**src/rtl/mtpg_pkg.sv**
```systemverilog
package mtpg_pkg;
   localparam int unsigned DEF_REG_W = 32;
   localparam int unsigned DEF_CB_W  = 8;
   localparam int unsigned DEF_DQ_W  = 64;
   localparam logic [31:0] DEF_POLY  = 32'h04C11DB7;

   typedef enum logic {
      SRC_RING = 1'b0,
      SRC_LFSR = 1'b1
   } nxt_src_e;
endpackage

```
**src/rtl/mtpg_state.sv**
```systemverilog
module mtpg_state
   import mtpg_pkg::*;
#(
   parameter int unsigned REG_W    = DEF_REG_W,
   parameter int unsigned NUM_REGS = 5,
   parameter logic [REG_W-1:0] POLY = DEF_POLY,
   parameter bit LFSR_EN = 1'b1,
   localparam int unsigned STATE_W = REG_W * NUM_REGS
) (
   input  logic               clk,
   input  logic               rst_n,
   input  logic [REG_W-1:0]   seed_i,
   input  logic               load_i,
   input  logic               adv_i,
   input  logic               lfsr_i,
   output logic [STATE_W-1:0] state_o
);
   function automatic logic [REG_W-1:0] rotl1(input logic [REG_W-1:0] x);
      return {x[REG_W-2:0], x[REG_W-1]};
   endfunction

   function automatic logic [REG_W-1:0] crc_step(input logic [REG_W-1:0] x);
      return {x[REG_W-2:0], 1'b0} ^ (x[REG_W-1] ? POLY : '0);
   endfunction

   logic [REG_W-1:0] w_q [NUM_REGS];
   logic [REG_W-1:0] w_d [NUM_REGS];
   nxt_src_e         src;

   generate
      if (LFSR_EN) begin : g_lfsr_sel
         assign src = lfsr_i ? SRC_LFSR : SRC_RING;
      end else begin : g_ring_only
         logic unused_lfsr;
         assign unused_lfsr = lfsr_i;
         assign src = SRC_RING;
      end
   endgenerate

   // head word: either closes the ring or takes a CRC step
   always_comb begin
      if (src == SRC_LFSR) w_d[0] = crc_step(w_q[0]);
      else                 w_d[0] = rotl1(w_q[NUM_REGS-1]);
   end

   genvar g;
   generate
      for (g = 1; g < NUM_REGS; g++) begin : g_link
         assign w_d[g] = rotl1(w_q[g-1]);
      end
      for (g = 0; g < NUM_REGS; g++) begin : g_word
         always_ff @(posedge clk or negedge rst_n) begin
            if (!rst_n)      w_q[g] <= '0;
            else if (load_i) w_q[g] <= (g == 0) ? seed_i : '0;
            else if (adv_i)  w_q[g] <= w_d[g];
         end
         assign state_o[g*REG_W +: REG_W] = w_q[g];
      end
   endgenerate
endmodule

```
**src/rtl/mtpg_map.sv**
```systemverilog
module mtpg_map #(
   parameter int unsigned CB_W = 8,
   parameter int unsigned DQ_W = 64,
   localparam int unsigned BEAT_W = CB_W + DQ_W
) (
   input  logic [2*CB_W-1:0] cb_src_i,
   input  logic [2*DQ_W-1:0] dq_src_i,
   input  logic              invert_i,
   output logic [BEAT_W-1:0] early_o,
   output logic [BEAT_W-1:0] late_o
);
   logic [BEAT_W-1:0] flip;
   assign flip    = {BEAT_W{invert_i}};
   assign early_o = {cb_src_i[CB_W-1:0],      dq_src_i[DQ_W-1:0]}      ^ flip;
   assign late_o  = {cb_src_i[2*CB_W-1:CB_W], dq_src_i[2*DQ_W-1:DQ_W]} ^ flip;
endmodule

```
**src/rtl/mtpg_cmp.sv**
```systemverilog
module mtpg_cmp #(
   parameter int unsigned BEAT_W = 72
) (
   input  logic              clk,
   input  logic              rst_n,
   input  logic              clr_i,
   input  logic              en_i,
   input  logic [BEAT_W-1:0] exp_early_i,
   input  logic [BEAT_W-1:0] exp_late_i,
   input  logic [BEAT_W-1:0] rd_early_i,
   input  logic [BEAT_W-1:0] rd_late_i,
   output logic [BEAT_W-1:0] err_lane_o,
   output logic              err_any_o
);
   logic [BEAT_W-1:0] miss;
   logic [BEAT_W-1:0] err_q;

   assign miss = (exp_early_i ^ rd_early_i) | (exp_late_i ^ rd_late_i);

   always_ff @(posedge clk or negedge rst_n) begin
      if (!rst_n)     err_q <= '0;
      else if (clr_i) err_q <= '0;
      else if (en_i)  err_q <= err_q | miss;
   end

   assign err_lane_o = err_q;
   assign err_any_o  = |err_q;
endmodule

```
**src/rtl/mtpg_top.sv**
```systemverilog
module mtpg_top
   import mtpg_pkg::*;
#(
   parameter int unsigned REG_W = DEF_REG_W,
   parameter int unsigned CB_W  = DEF_CB_W,
   parameter int unsigned DQ_W  = DEF_DQ_W,
   parameter logic [REG_W-1:0] POLY = DEF_POLY,
   parameter bit LFSR_EN = 1'b1,
   localparam int unsigned BEAT_W   = CB_W + DQ_W,
   localparam int unsigned NUM_REGS = 1 + 2 * (DQ_W / REG_W),
   localparam int unsigned STATE_W  = REG_W * NUM_REGS
) (
   input  logic              clk,
   input  logic              rst_n,
   input  logic [REG_W-1:0]  seed_i,
   input  logic              start_i,
   input  logic              advance_i,
   input  logic              lfsr_mode_i,
   input  logic              invert_i,
   input  logic              cmp_en_i,
   input  logic [BEAT_W-1:0] rd_early_i,
   input  logic [BEAT_W-1:0] rd_late_i,
   output logic [BEAT_W-1:0] wr_early_o,
   output logic [BEAT_W-1:0] wr_late_o,
   output logic [BEAT_W-1:0] err_lane_o,
   output logic              err_o
);
   localparam bit CFG_OK = (DQ_W % REG_W == 0) && (2 * CB_W <= REG_W) && (REG_W >= 2);

   initial begin
      if (!CFG_OK) $fatal(1, "mtpg_top: DQ_W must be a multiple of REG_W and 2*CB_W <= REG_W");
   end

   logic [STATE_W-1:0] state_q;

   mtpg_state #(
      .REG_W(REG_W), .NUM_REGS(NUM_REGS), .POLY(POLY), .LFSR_EN(LFSR_EN)
   ) state_i (
      .clk(clk), .rst_n(rst_n), .seed_i(seed_i), .load_i(start_i),
      .adv_i(advance_i), .lfsr_i(lfsr_mode_i), .state_o(state_q)
   );

   mtpg_map #(.CB_W(CB_W), .DQ_W(DQ_W)) map_i (
      .cb_src_i(state_q[2*CB_W-1:0]),
      .dq_src_i(state_q[STATE_W-1:REG_W]),
      .invert_i(invert_i),
      .early_o(wr_early_o),
      .late_o(wr_late_o)
   );

   mtpg_cmp #(.BEAT_W(BEAT_W)) cmp_i (
      .clk(clk), .rst_n(rst_n), .clr_i(start_i), .en_i(cmp_en_i),
      .exp_early_i(wr_early_o), .exp_late_i(wr_late_o),
      .rd_early_i(rd_early_i), .rd_late_i(rd_late_i),
      .err_lane_o(err_lane_o), .err_any_o(err_o)
   );
endmodule

```
**config.mk**
```make
export PLATFORM = sky130hd
export DESIGN_NAME = mtpg_top
export DESIGN_NICKNAME = d
export VERILOG_FILES = /design/src/rtl/mtpg_pkg.sv /design/src/rtl/mtpg_state.sv /design/src/rtl/mtpg_map.sv /design/src/rtl/mtpg_cmp.sv /design/src/rtl/mtpg_top.sv
export SDC_FILE = /design/constraint.sdc
export NUM_CORES = 1
export LEC_CHECK = 0
export BUFFER_PORTS_ARGS = -buffer_cell sky130_fd_sc_hd__buf_4
export CAP_MARGIN = 20
export CORE_ASPECT_RATIO = 1.75
export CORE_MARGIN = 8
export CORE_UTILIZATION = 40
export CTS_CLUSTER_SIZE = 12
export DETAILED_ROUTE_END_ITERATION = 8
export PLACE_DENSITY = 0.76
export REMOVE_ABC_BUFFERS = 1
export SLEW_MARGIN = 20
export SYNTH_ARGS = -nofsm -noshare
export SYNTH_HDL_FRONTEND = slang
export SYNTH_HIERARCHICAL = 1
export SYNTH_SLANG_ARGS = --single-unit
```
**constraint.sdc**
```tcl
create_clock -name clk -period 2.7 [get_ports clk]
set_clock_uncertainty 0.2 [all_clocks]
set_input_delay 0.405 -clock clk [delete_from_list [all_inputs] [get_ports clk]]
set_output_delay 0.405 -clock clk [all_outputs]
set_load 0.005 [all_outputs]
```
-- Word level (Yosys, flattened, before mapping)
Index checks and enable logic that the tools add are counted.
- bits in read-only memories: 0
- bits in registers: 232
- bits in writable memories: 0
- latch bits: 0
- memories: 0
- reductions and logical operators: 3
- eq/ne operators: 0
- $lt $le $gt $ge: 0
- divide/modulo/power cells: 0
- bitwise operators: 7
- add/sub/neg operators: 0
- mux-type cells: 15
- multipliers: 0
- shift operators: 0
- operators with widths (cell ; count):
    $mux 32 ; 11
    $xor 72x72->72 ; 4
    $mux 72 ; 2
    $or 72x72->72 ; 2
    $reduce_or 72->1 ; 1
    $xor 32x32->32 ; 1
    $mux 27 ; 1
    $reduce_bool 2->1 ; 2
    $mux 1 ; 1

-- Depth between registers and ports, before layout
Gate-level depths: netlist of run 1.
- depth in word-level cells: 6
- mapped depth: 8
- gate-level depth less buffers: 5

-- Hierarchy
The synthesis of run 1 kept the hierarchy.
- by module, submodules not included (module ; cells each ; times used ; area each (um^2) ; seq. area each (um^2)):
    mtpg_state ; 609 ; 1 ; 7121.8 ; 4003.8
    mtpg_cmp ; 472 ; 1 ; 4191.5 ; 1801.7
    mtpg_map ; 160 ; 1 ; 1407.6 ; 0.0

-- Worst setup path after synthesis of run 1
OpenSTA, ideal clock, no wires.
- path type: flip-flop to output port
- start: register cmp_i.err_q[68] (netlist: cmp_i/err_lane_o[68])
- end: output port err_o
- arrival time: 1.385 ns
- cell stages (with the launch flop): 5
- data required time: 2.095 ns
- path slack: 0.710 ns
- path through: dfrtp_1 nor4_1 and4_1 nand3_1 or4_1
- cells in the longest elaborated chain, start to end: 1
- RTL lines (element ; line ; RTL):
    start, declared ; mtpg_cmp.sv:16 ; logic [BEAT_W-1:0] err_q;
    start signal, assigned ; mtpg_cmp.sv:23 ; else if (en_i) err_q <= err_q | miss;
    $reduce_or 72->1 ; mtpg_cmp.sv:27 ; assign err_any_o = |err_q;
    end, declared ; mtpg_top.sv:26 ; output logic err_o
Every way passes these cells.

-- Worst setup path after layout of run 1
- start: register cmp_i.err_q[27] (netlist: cmp_i/err_lane_o[27])
- end: output port err_o
Same word-level chain as after synthesis.

==> Flow_metrics.wiki, run 1 <==
{| class="wikitable"
! Metric !! Value
|-
| Critical path arrival || 2.34 ns
|-
| Final cell count without fillers || 2058
|-
| Footprint of the flip-flops and latches || 0.005806 sq mm
|-
| Type of element capturing the critical path || primary output
|-
| Layout cells sized above 1 || 0.2852
|-
| Pre-CTS setup slack || -0.1522 ns
|-
| Clock-pin transition on the worst setup and hold timing paths || 0.06 ns
|-
| Final core occ || 0.5436
|-
| Number of vias in the routed layout || 10683
|-
| Seq pwr share || 0.433
|-
| Ports placed on the boundary || 400
|-
| Result of the run || complete, but fails checks
|-
| Initial antenna violation count || 0
|-
| Netlist area before placement || 0.01272 sq mm
|-
| Vias in the first global route || 11407
|-
| Routability cong. || 0.8560
|-
| Most common library cell in the layout ignoring fill and taps || buf_4
|-
| Part of the total power dissipated in combinational logic || 0.255
|-
| EDFF count, synth || 0
|-
| CTS sink count || 232
|-
| Violations in the final reports || setup timing
|-
| Overall overflow remaining after global route || 0
|-
| Final non-filler cell area || 0.01708 sq mm
|-
| Share of flip-flops with an asynchronous set or reset after synthesis || 1.000
|-
| Peak supply drop || 0.4046 mV
|-
| Min Tclk post-route || 2.945 ns
|-
| TritonCTS clock tree || yes
|-
| Final Slew Violations || 0
|-
| Peak clock frequency supported by timing || 339.6 MHz
|-
| Number of nets in the final layout || 1841
|-
| Multi-input gate area || 0.006386 sq mm
|-
| Leading cell types in the layout, fill and taps excluded || buf_4, dfrtp_1, nor2_1
|-
| Slew at the pin with the worst max-slew slack || 0.9304 ns
|-
| Worst Hold Class || input port to flip-flop
|-
| Maximum fanout count along the critical path || 2
|-
| Die Ht || 251.9 um
|-
| Primary flip-flop cell chosen by synthesis mapping || dfrtp_1
|-
| Hold Vio Cnt, Final || 0
|-
| Cell-internal power || 6.443 mW
|-
| Max-cap check violation count || 0
|-
| Routed length per placed instance || 21.64 um
|-
| RSZ-0062 raised after global routing || yes
|-
| Area Overhead vs Synth || 34.28%
|-
| Final setup vio count || 1
|-
| Power Dens Cells || 535.5 mW/mm^2
|-
| Global router's overall resource usage || 0.2244
|-
| Post-synthesis cell type count || 26
|-
| DP Area || 0.01606 sq mm
|-
| Post-synthesis area per instance || 10.25 sq um
|-
| Cell count after placement || 1994
|-
| Static leakage || 8.617 nW
|-
| Number of buffers created by CTS || 23
|-
| Number of iterations in the first detailed-routing pass || 4
|-
| Initial detailed-routing violation count || 563
|-
| Number of inserted filler cells in the final layout || 2760
|-
| FF+latch count, synth || 232
|-
| Number of placement rows || 86
|-
| Kind of start point of the critical path || flip-flop
|-
| Total of warnings raised by yosys || 6
|-
| Share of synthesized area occupied by flip-flops and latches || 0.4564
|-
| Net switching power figure || 2.704 mW
|-
| Maximum number of pins on one net before global-route repair || 92
|-
| Slack of the critical path || -0.2449 ns
|-
| Remaining routing DRC violations || 0
|-
| Clock power frac || 0.313
|-
| Post-detail-place hpwl || 33990 um
|-
| Core outline area || 0.03142 sq mm
|-
| Drt via density || 5.191
|-
| Instance count of the mapped netlist || 1241
|-
| First-pass GRT wire length || 65600 um
|-
| Share of the clock period used by the worst path after layout || 1.091
|-
| Initial core utilization || 0.4049
|-
| Buffers on Ports || 399
|-
| Required time at the endpoint of the critical path || 2.10 ns
|-
| Worst relative slew slack || 0.3798
|-
| Clock latency at the later pin of the worst-skew pair || 0.51 ns
|-
| Area of the die || 0.03799 sq mm
|-
| Switch share || 0.2956
|-
| Clock H-tree levels || 1
|-
| ANT nets after route || 0
|-
| Worst-case clock buffer depth || 3
|-
| Overall routed net length || 44530 um
|-
| # diodes || 0
|-
| Root cell of the clock tree || clkbuf_16
|-
| Start-to-end type of the worst setup path || flip-flop to primary output
|-
| Horizontal die dimension || 150.8 um
|}
## critical path: stages, from the launching register on
cell and delay (ns):
dfrtp_1 0.39, nor4_2 0.31, buf_4 0.18, nand4_1 0.19, or4_4 0.62, buf_6 0.14
## cell usage after synthesis, types with 3 or more instances
cell type	count	area [sq um]
dfrtp_1	232	5806
nor2_1	219	822.0
xor2_1	157	1375
mux2i_1	147	1471
xnor2_1	144	1261
a21oi_1	85	425.4
nand2_1	72	270.3
o22ai_1	26	162.7
clkbuf_1	24	90.09
buf_6	22	247.7
a211oi_1	19	142.6
a21o_1	19	142.6
buf_4	18	135.1
nor4_1	17	106.4
nand2b_1	13	81.33
buf_1	8	30.03
buf_2	8	40.04
nand4_1	3	18.77
## cell type report
| class | instances | share of cell area |
|---|---|---|
| inverter | 1 | 0.0002197 |
| multi-input combinational | 926 | 0.3739 |
| sequential | 232 | 0.3399 |
| tap | 396 | 0.02901 |
| clock buffer | 29 | 0.03619 |
| timing repair buffer | 474 | 0.2208 |
## metal layers
layer | vias to the layer above | global-route usage | wire, um
met5 | - | 0 | 0
met4 | 0 | 0.1372 | 2730
met3 | 115 | 0.03391 | 2516
met2 | 396 | 0.4085 | 23550
met1 | 5251 | 0.2355 | 15730
li1 | 4921 | - | -
## worst paths after layout
| path | startpoint | end | slack, ns | depth (start not counted) |
|---|---|---|---|---|
| worst max register to register | state_i/state_o[6] | cmp_i/err_lane_o[70] | 1.00 | 5 |
| worst min-delay path | rd_late_i[18] | cmp_i/err_lane_o[18] | 0.05 | 5 |
| worst min register to register | cmp_i/err_lane_o[29] | cmp_i/err_lane_o[29] | 0.33 | 2 |
| min in group asynchronous | rst_n | cmp_i/err_lane_o[27] | 0.28 | 2 |
| max in group asynchronous | rst_n | state_i/state_o[145] | 1.24 | 3 |
| worst max-delay path | cmp_i/err_lane_o[27] | err_o | -0.24 | 5 |
## power groups by stage
stage	registers, mW	logic, mW	clock network (mW)
floorplan	3.94	0.922	0
global placement	3.99	2.26	0
detailed placement	4.01	2.29	0
CTS	3.95	2.36	2.93
global route	3.98	2.51	3.06
finish	3.96	2.33	2.86
## registers in the layout, summed over array words and instances, names as in the netlist
register          count
cmp_i/err_lane_o     72
state_i/state_o     160
## logic make-up after synthesis
logic type      count (synthesis)  synth area share
compound gates                149           0.06865
xor+xnor                      301            0.2072
buf+inv                        83           0.04574
flops                         232            0.4564
mux                           147            0.1157
simple gates                  329            0.1063
## repair_timing
action | CTS | global route
pin swaps | 4 | 3
setup buffers | 2 | 1
resized for setup | 8 | 1
endpoints found under the setup margin | 1 | 1
gates cloned | 0 | 0
hold buffers | 33 | 0
endpoints found under the hold margin | 102 | 0
## metrics by stage
step	TNS (ns)	power, mW	hold slack [ns]
3_3_place_gp	-0.1457	6.249	0.2356
6_report	-0.2449	9.147	0.05231
3_5_place_dp	-0.1522	6.297	0.2301
2_1_floorplan	0	4.859	-0.09059
4_1_cts	-0.3324	9.245	0.03013
5_1_grt	-0.3319	9.556	0.04971
(Power assumes the default switching activity.)
==> inputs of run 2 (changes only) <==
Clock period 2.7 ns to 3.1 ns, I/O delays scaled along.
==> run 2 against run 1 <==
Effect of this change: the flow now finishes without violations; final cell count down 1.5%; highest routed layer unchanged; register-to-register slack improved by 0.24 ns; critical endpoint unchanged; first-iteration DRC count is 9.2% lower; die area is the same.
==> Flow_metrics.wiki, run 2 (same netlist as run 1, synthesis figures left out) <==
{| class="wikitable"
! Metric !! Value
|-
| Maximum fanout count along the critical path || 3 (+1)
|-
| Drt via density || 5.114 (-1.5%)
|-
| Routed length per placed instance || 21.60 um (-0.16%)
|-
| Initial antenna violation count || 2 (+2)
|-
| Kind of start point of the critical path || flip-flop
|-
| Number of inserted filler cells in the final layout || 2794 (+1.2%)
|-
| Root cell of the clock tree || clkbuf_16
|-
| Final Power || 7.885 mW (-14%)
|-
| Worst relative slew slack || 0.2914 (-0.08838)
|-
| Slew at the pin with the worst max-slew slack || 1.063 ns (+0.1326 ns)
|-
| Result of the run || finished clean
|-
| Number of iterations in the first detailed-routing pass || 5 (+1)
|-
| Ports placed on the boundary || 400 (unchanged)
|-
| Worst Hold Class || input port to flip-flop
|-
| Core outline area || 0.03142 sq mm (unchanged)
|-
| Number of placement rows || 86 (unchanged)
|-
| Initial core utilization || 0.4049 (unchanged)
|-
| Max-cap check violation count || 0 (unchanged)
|-
| Start-to-end type of the worst setup path || flip-flop to primary output
|-
| Final core occ || 0.5349 (-0.008720)
|-
| Static leakage || 8.466 nW (-1.7%)
|-
| Share of the clock period used by the worst path after layout || 0.9751
|-
| Launch instance of the worst register-to-register path || state_i/state_o[31]
|-
| Post-detail-place hpwl || 33150 um (-2.5%)
|-
| Worst-case clock buffer depth || 3 (unchanged)
|-
| Clock latency at the later pin of the worst-skew pair || 0.52 ns (about the same)
|-
| Final Slew Violations || 0 (unchanged)
|-
| Leading cell types in the layout, fill and taps excluded || buf_4, dfrtp_1, nor2_1
|-
| Sum of negative setup slack || 0 ns (+0.2449 ns)
|-
| Min Tclk post-route || 3.023 ns
|-
| Slack of the critical path || 0.07723 ns (+0.3221 ns)
|-
| Cell type of the slowest stage on the worst timing path || or4_4
|-
| Type of element capturing the critical path || primary output
|-
| Layout cells sized above 1 || 0.2816 (-0.003603)
|-
| Cells along the critical path || nor4_2, nand4_1, or4_4, buf_4
|-
| Number of flip-flops under the largest register name || 160 (unchanged)
|-
| Global router's overall resource usage || 0.2234 (-0.001051)
|-
| Vias in the first global route || 10926 (-4.2%)
|-
| Routability cong. || 0.8642 (+0.96%)
|-
| Overall routed net length || 43810 um (-1.6%)
|-
| Remaining routing DRC violations || 0 (unchanged)
|-
| ANT nets after route || 0 (unchanged)
|-
| Most common library cell in the layout ignoring fill and taps || buf_4
|-
| Area Overhead vs Synth || 32.12%
|-
| TritonCTS clock tree || yes
|-
| Clock H-tree levels || 1 (unchanged)
|-
| Number of buffers created by CTS || 23 (unchanged)
|-
| Maximum number of pins on one net before global-route repair || 93 (+1.1%)
|-
| Number of vias in the routed layout || 10372 (-2.9%)
|-
| Area of the die || 0.03799 sq mm (unchanged)
|-
| Clock-pin transition on the worst setup and hold timing paths || 0.06 ns (about the same)
|-
| Worst hold start || seed_i[8]
|-
| Horizontal die dimension || 150.8 um (unchanged)
|-
| Initial detailed-routing violation count || 511 (-9.2%)
|-
| Overall overflow remaining after global route || 0 (unchanged)
|-
| Critical path's largest stage delay || 0.58 ns (-0.04 ns)
|-
| Final setup vio count || 0 (-1)
|-
| Crit path from || cmp_i/err_lane_o[38]
|-
| Peak supply drop || 0.3444 mV (-15%)
|-
| RSZ-0062 raised after global routing || no
|-
| Required time at the endpoint of the critical path || 2.43 ns (+0.33 ns)
|-
| Power Dens Cells || 469.1 mW/mm^2 (-12%)
|-
| First-pass GRT wire length || 65230 um (-0.56%)
|-
| CTS sink count || 232 (unchanged)
|-
| Die Ht || 251.9 um (unchanged)
|-
| Number of nets in the final layout || 1810 (-1.7%)
|-
| Hold Vio Cnt, Final || 0 (unchanged)
|-
| Peak clock frequency supported by timing || 330.8 MHz
|-
| Buffers on Ports || 399 (unchanged)
|-
| Critical path arrival || 2.36 ns (+0.02 ns)
|-
| Pre-CTS setup slack || 0.2499 ns (+0.4021 ns)
|}
-- run 2: stage by stage --
step                hold WS, ns  cell area, sq um  std cells
finish                  0.04438             16810       2028
global route            0.03867             16810       2028
CTS                     0.01624             16780       2026
detailed placement       0.3152             15930       1978
global placement         0.3004             15930       1978
floorplan              -0.03059             12140       1159
-- run 2: what timing repair did --
item                                    4_1_cts  5_1_grt
endpoints found under the hold margin       100        0
setup buffers                                 1        0
gates resized for setup                       8        3
hold buffers                                 20        0
endpoints found under the setup margin        1        1
pin swaps                                     3        1
-- run 2: layout make-up --
| type | instances | area, sq um | area share |
|---|---|---|---|
| timing repair buffer | 443 | 3491 | 0.2077 |
| clock inverter | 1 | 5.005 | 0.0002978 |
| sequential | 232 | 5806 | 0.3454 |
| tap | 396 | 495.5 | 0.02948 |
| clock buffer | 27 | 600.6 | 0.03573 |
| antenna | 2 | 5.005 | 0.0002978 |
| inverter | 1 | 3.754 | 0.0002233 |
| multi-input combinational | 926 | 6401 | 0.3809 |
-- run 2: worst paths after layout --
kind	endpoint	slack (ns)	depth (start not counted)
setup / recovery	err_o	0.08	4
hold / removal	state_i/state_o[8]	0.04	3
setup reg to reg	state_i/state_o[0]	1.24	3
hold reg to reg	cmp_i/err_lane_o[5]	0.32	2
max in group asynchronous	state_i/state_o[79]	1.51	3
min in group asynchronous	state_i/state_o[87]	0.37	2
-- run 2: routing by layer --
metal | vias up | global-route usage | wire [um]
li1 | 4859 | - | -
met5 | - | 0 | 0
met2 | 334 | 0.4166 | 23740
met4 | 0 | 0.09798 | 1893
met3 | 72 | 0.03104 | 2306
met1 | 5107 | 0.2426 | 15870
-- run 2: critical path: cells and delay by family (launching register included) --
| kind | cells | cell delay (ns) |
|---|---|---|
| flip-flops | 1 | 0.40 |
| buffers and inverters | 1 | 0.15 |
| AND/OR/NAND/NOR | 3 | 1.30 |
-- run 2: report_power, final --
| group | switching, mW | leakage, nW | internal [mW] |
|---|---|---|---|
| registers | 0.233 | 3.06 | 3.22 |
| logic | 0.988 | 5.11 | 0.991 |
| clock network | 1.11 | 0.298 | 1.35 |
| total | 2.33 | 8.47 | 5.55 |
==> inputs of run 3 (changes only) <==
Settings changed: CTS_BUF_LIST set to sky130_fd_sc_hd__clkbuf_16, CTS_CLUSTER_SIZE 12 to 25.
==> run 3 against run 2 <==
Effect of this change: total power is 1.3% higher; non-clock buffer count is 2 higher; utilization is 0.25 points higher; critical endpoint unchanged; largest power group unchanged.
==> Flow_metrics.wiki, run 3 (same netlist as run 1, synthesis figures left out) <==
{| class="wikitable"
! Metric !! Value
|-
| Number of flip-flops under the largest register name || 160 (unchanged)
|-
| Vias in the first global route || 10921 (-0.046%)
|-
| Routed length per placed instance || 21.53 um (-0.32%)
|-
| Peak clock frequency supported by timing || 330.0 MHz (-0.24%)
|-
| Combined buffer and inverter count along the critical path || 1 (unchanged)
|-
| Clock latency at the later pin of the worst-skew pair || 0.51 ns (about the same)
|-
| Final non-filler cell area || 0.01688 sq mm (+0.46%)
|-
| Max-cap check violation count || 0 (unchanged)
|-
| ANT nets after route || 0 (unchanged)
|-
| Hold Worst Slack || 0.04583 ns (+0.001449 ns)
|-
| Required time at the endpoint of the critical path || 2.43 ns (about the same)
|-
| Critical path arrival || 2.37 ns (about the same)
|-
| First-pass GRT wire length || 65280 um (about the same)
|-
| Peak supply drop || 0.3973 mV (+15%)
|-
| Number of nets in the final layout || 1811 (+0.055%)
|-
| Clock H-tree levels || 1 (unchanged)
|-
| Final Slew Violations || 0 (unchanged)
|-
| Power Dens Cells || 473.1 mW/mm^2 (+0.85%)
|-
| Result of the run || finished clean
|-
| Final setup vio count || 0 (unchanged)
|-
| Core outline area || 0.03142 sq mm (unchanged)
|-
| Drt via density || 5.118 (about the same)
|-
| Delay-heaviest family, CP || simple AND/OR/NAND/NOR gates
|-
| DP Area || 0.01593 sq mm (unchanged)
|-
| TritonCTS clock tree || yes
|-
| Number of inserted filler cells in the final layout || 2788 (-0.21%)
|-
| Horizontal die dimension || 150.8 um (unchanged)
|-
| Number of vias in the routed layout || 10421 (+0.47%)
|-
| Root cell of the clock tree || clkbuf_16
|-
| Number of iterations in the first detailed-routing pass || 5 (unchanged)
|-
| Overall routed net length || 43840 um (about the same)
|-
| Hold Vio Cnt, Final || 0 (unchanged)
|-
| Remaining routing DRC violations || 0 (unchanged)
|-
| Number of buffers created by CTS || 22 (-4.3%)
|-
| Area of the die || 0.03799 sq mm (unchanged)
|-
| Critical path's largest stage delay || 0.58 ns (about the same)
|-
| Number of placement rows || 86 (unchanged)
|-
| Maximum fanout count along the critical path || 2 (-1)
|-
| Layout cells sized above 1 || 0.2819 (+0.0002841)
|-
| Cell type of the slowest stage on the worst timing path || or4_4
|-
| Start-to-end type of the worst setup path || flip-flop to primary output
|-
| Sum of negative setup slack || 0 ns (unchanged)
|-
| Ports placed on the boundary || 400 (unchanged)
|-
| Maximum number of pins on one net before global-route repair || 93 (unchanged)
|-
| Worst relative slew slack || 0.2860 (-0.005383)
|-
| Pre-CTS setup slack || 0.2499 ns (unchanged)
|-
| Final core occ || 0.5374 (+0.002468)
|-
| Area Overhead vs Synth || 32.73%
|-
| Initial antenna violation count || 1 (-1)
|-
| Worst-case clock buffer depth || 3 (unchanged)
|-
| Slew at the pin with the worst max-slew slack || 1.071 ns (+0.008075 ns)
|-
| Die Ht || 251.9 um (unchanged)
|-
| Routability cong. || 0.8642 (unchanged)
|-
| Initial detailed-routing violation count || 552 (+8.0%)
|-
| Final Power || 7.988 mW (+1.3%)
|-
| Min Tclk post-route || 3.030 ns (+0.007276 ns)
|-
| Kind of start point of the critical path || flip-flop
|-
| Buffers on Ports || 399 (unchanged)
|-
| Type of element capturing the critical path || primary output
|-
| Global router's overall resource usage || 0.2237 (+0.0003480)
|-
| Overall overflow remaining after global route || 0 (unchanged)
|-
| Share of the clock period used by the worst path after layout || 0.9774 (+0.002347)
|-
| Initial core utilization || 0.4049 (unchanged)
|-
| RSZ-0062 raised after global routing || no
|-
| Post-detail-place hpwl || 33150 um (unchanged)
|-
| Most common library cell in the layout ignoring fill and taps || buf_4
|-
| Static leakage || 8.525 nW (+0.69%)
|-
| Leading cell types in the layout, fill and taps excluded || buf_4, dfrtp_1, nor2_1
|-
| Slack of the critical path || 0.06995 ns (-0.007276 ns)
|-
| CTS sink count || 232 (unchanged)
|-
| Cell count after placement || 1978 (unchanged)
|-
| Clock-pin transition on the worst setup and hold timing paths || 0.07 ns (about the same)
|-
| Worst Hold Class || input port to flip-flop
|-
| Final cell count without fillers || 2036 (+0.39%)
|-
| Cells along the critical path || nor4_4, nand4_1, or4_4, buf_4
|}
## run 3: changes by cell type in the layout (fill, tap and decap cells not counted), sizes merged
cell	delta
buf	+2
bufinv	+1
clkbuf	-4
clkinv	+4
diode	-1
inv	+6
## run 3: final timing paths
kind | startpoint | end | slack, ns | depth (start not counted)
max in group asynchronous | rst_n | state_i/state_o[48] | 1.51 | 3
setup reg to reg | state_i/state_o[31] | state_i/state_o[0] | 1.23 | 3
hold / removal | seed_i[4] | state_i/state_o[4] | 0.05 | 3
min in group asynchronous | rst_n | state_i/state_o[87] | 0.37 | 2
hold reg to reg | cmp_i/err_lane_o[5] | cmp_i/err_lane_o[5] | 0.33 | 2
setup / recovery | cmp_i/err_lane_o[19] | err_o | 0.07 | 4
## run 3: worst min-delay path, delay by kind of cell
family | cells | cell delay, ns
buf+inv | 1 | 0.08
compound gates | 2 | 0.18
## run 3: cell type report
| cell class | count | area [sq um] | area share |
|---|---|---|---|
| multi-input combinational | 926 | 6419 | 0.3801 |
| sequential | 232 | 5806 | 0.3438 |
| timing repair buffer | 445 | 3506 | 0.2076 |
| clock buffer | 23 | 575.6 | 0.03409 |
| tap | 396 | 495.5 | 0.02934 |
| clock inverter | 12 | 77.57 | 0.004594 |
| inverter | 1 | 3.754 | 0.0002223 |
| antenna | 1 | 2.502 | 0.0001482 |
## run 3: power breakdown
group | total (mW) | switching (mW) | internal, mW | leakage (nW)
Sequential | 3.45 | 0.237 | 3.22 | 3.06
Combinational | 1.99 | 0.992 | 0.996 | 5.13
Clock | 2.55 | 1.14 | 1.41 | 0.342
Total | 7.99 | 2.37 | 5.62 | 8.52
## run 3: timing repair
action                     CTS  global route
setup endpoints to repair    1             1
pin swaps                    3             1
hold endpoints to repair   100             0
resized for setup           10             3
hold buffers                20             0
buffers inserted             1             2
## run 3: metal layers
layer	vias to the layer above	track usage	routed length, um
met2	363	0.4105	23670
met1	5124	0.2479	15950
met4	0	0.09713	1849
met5	-	0	0
li1	4860	-	-
met3	74	0.03337	2374
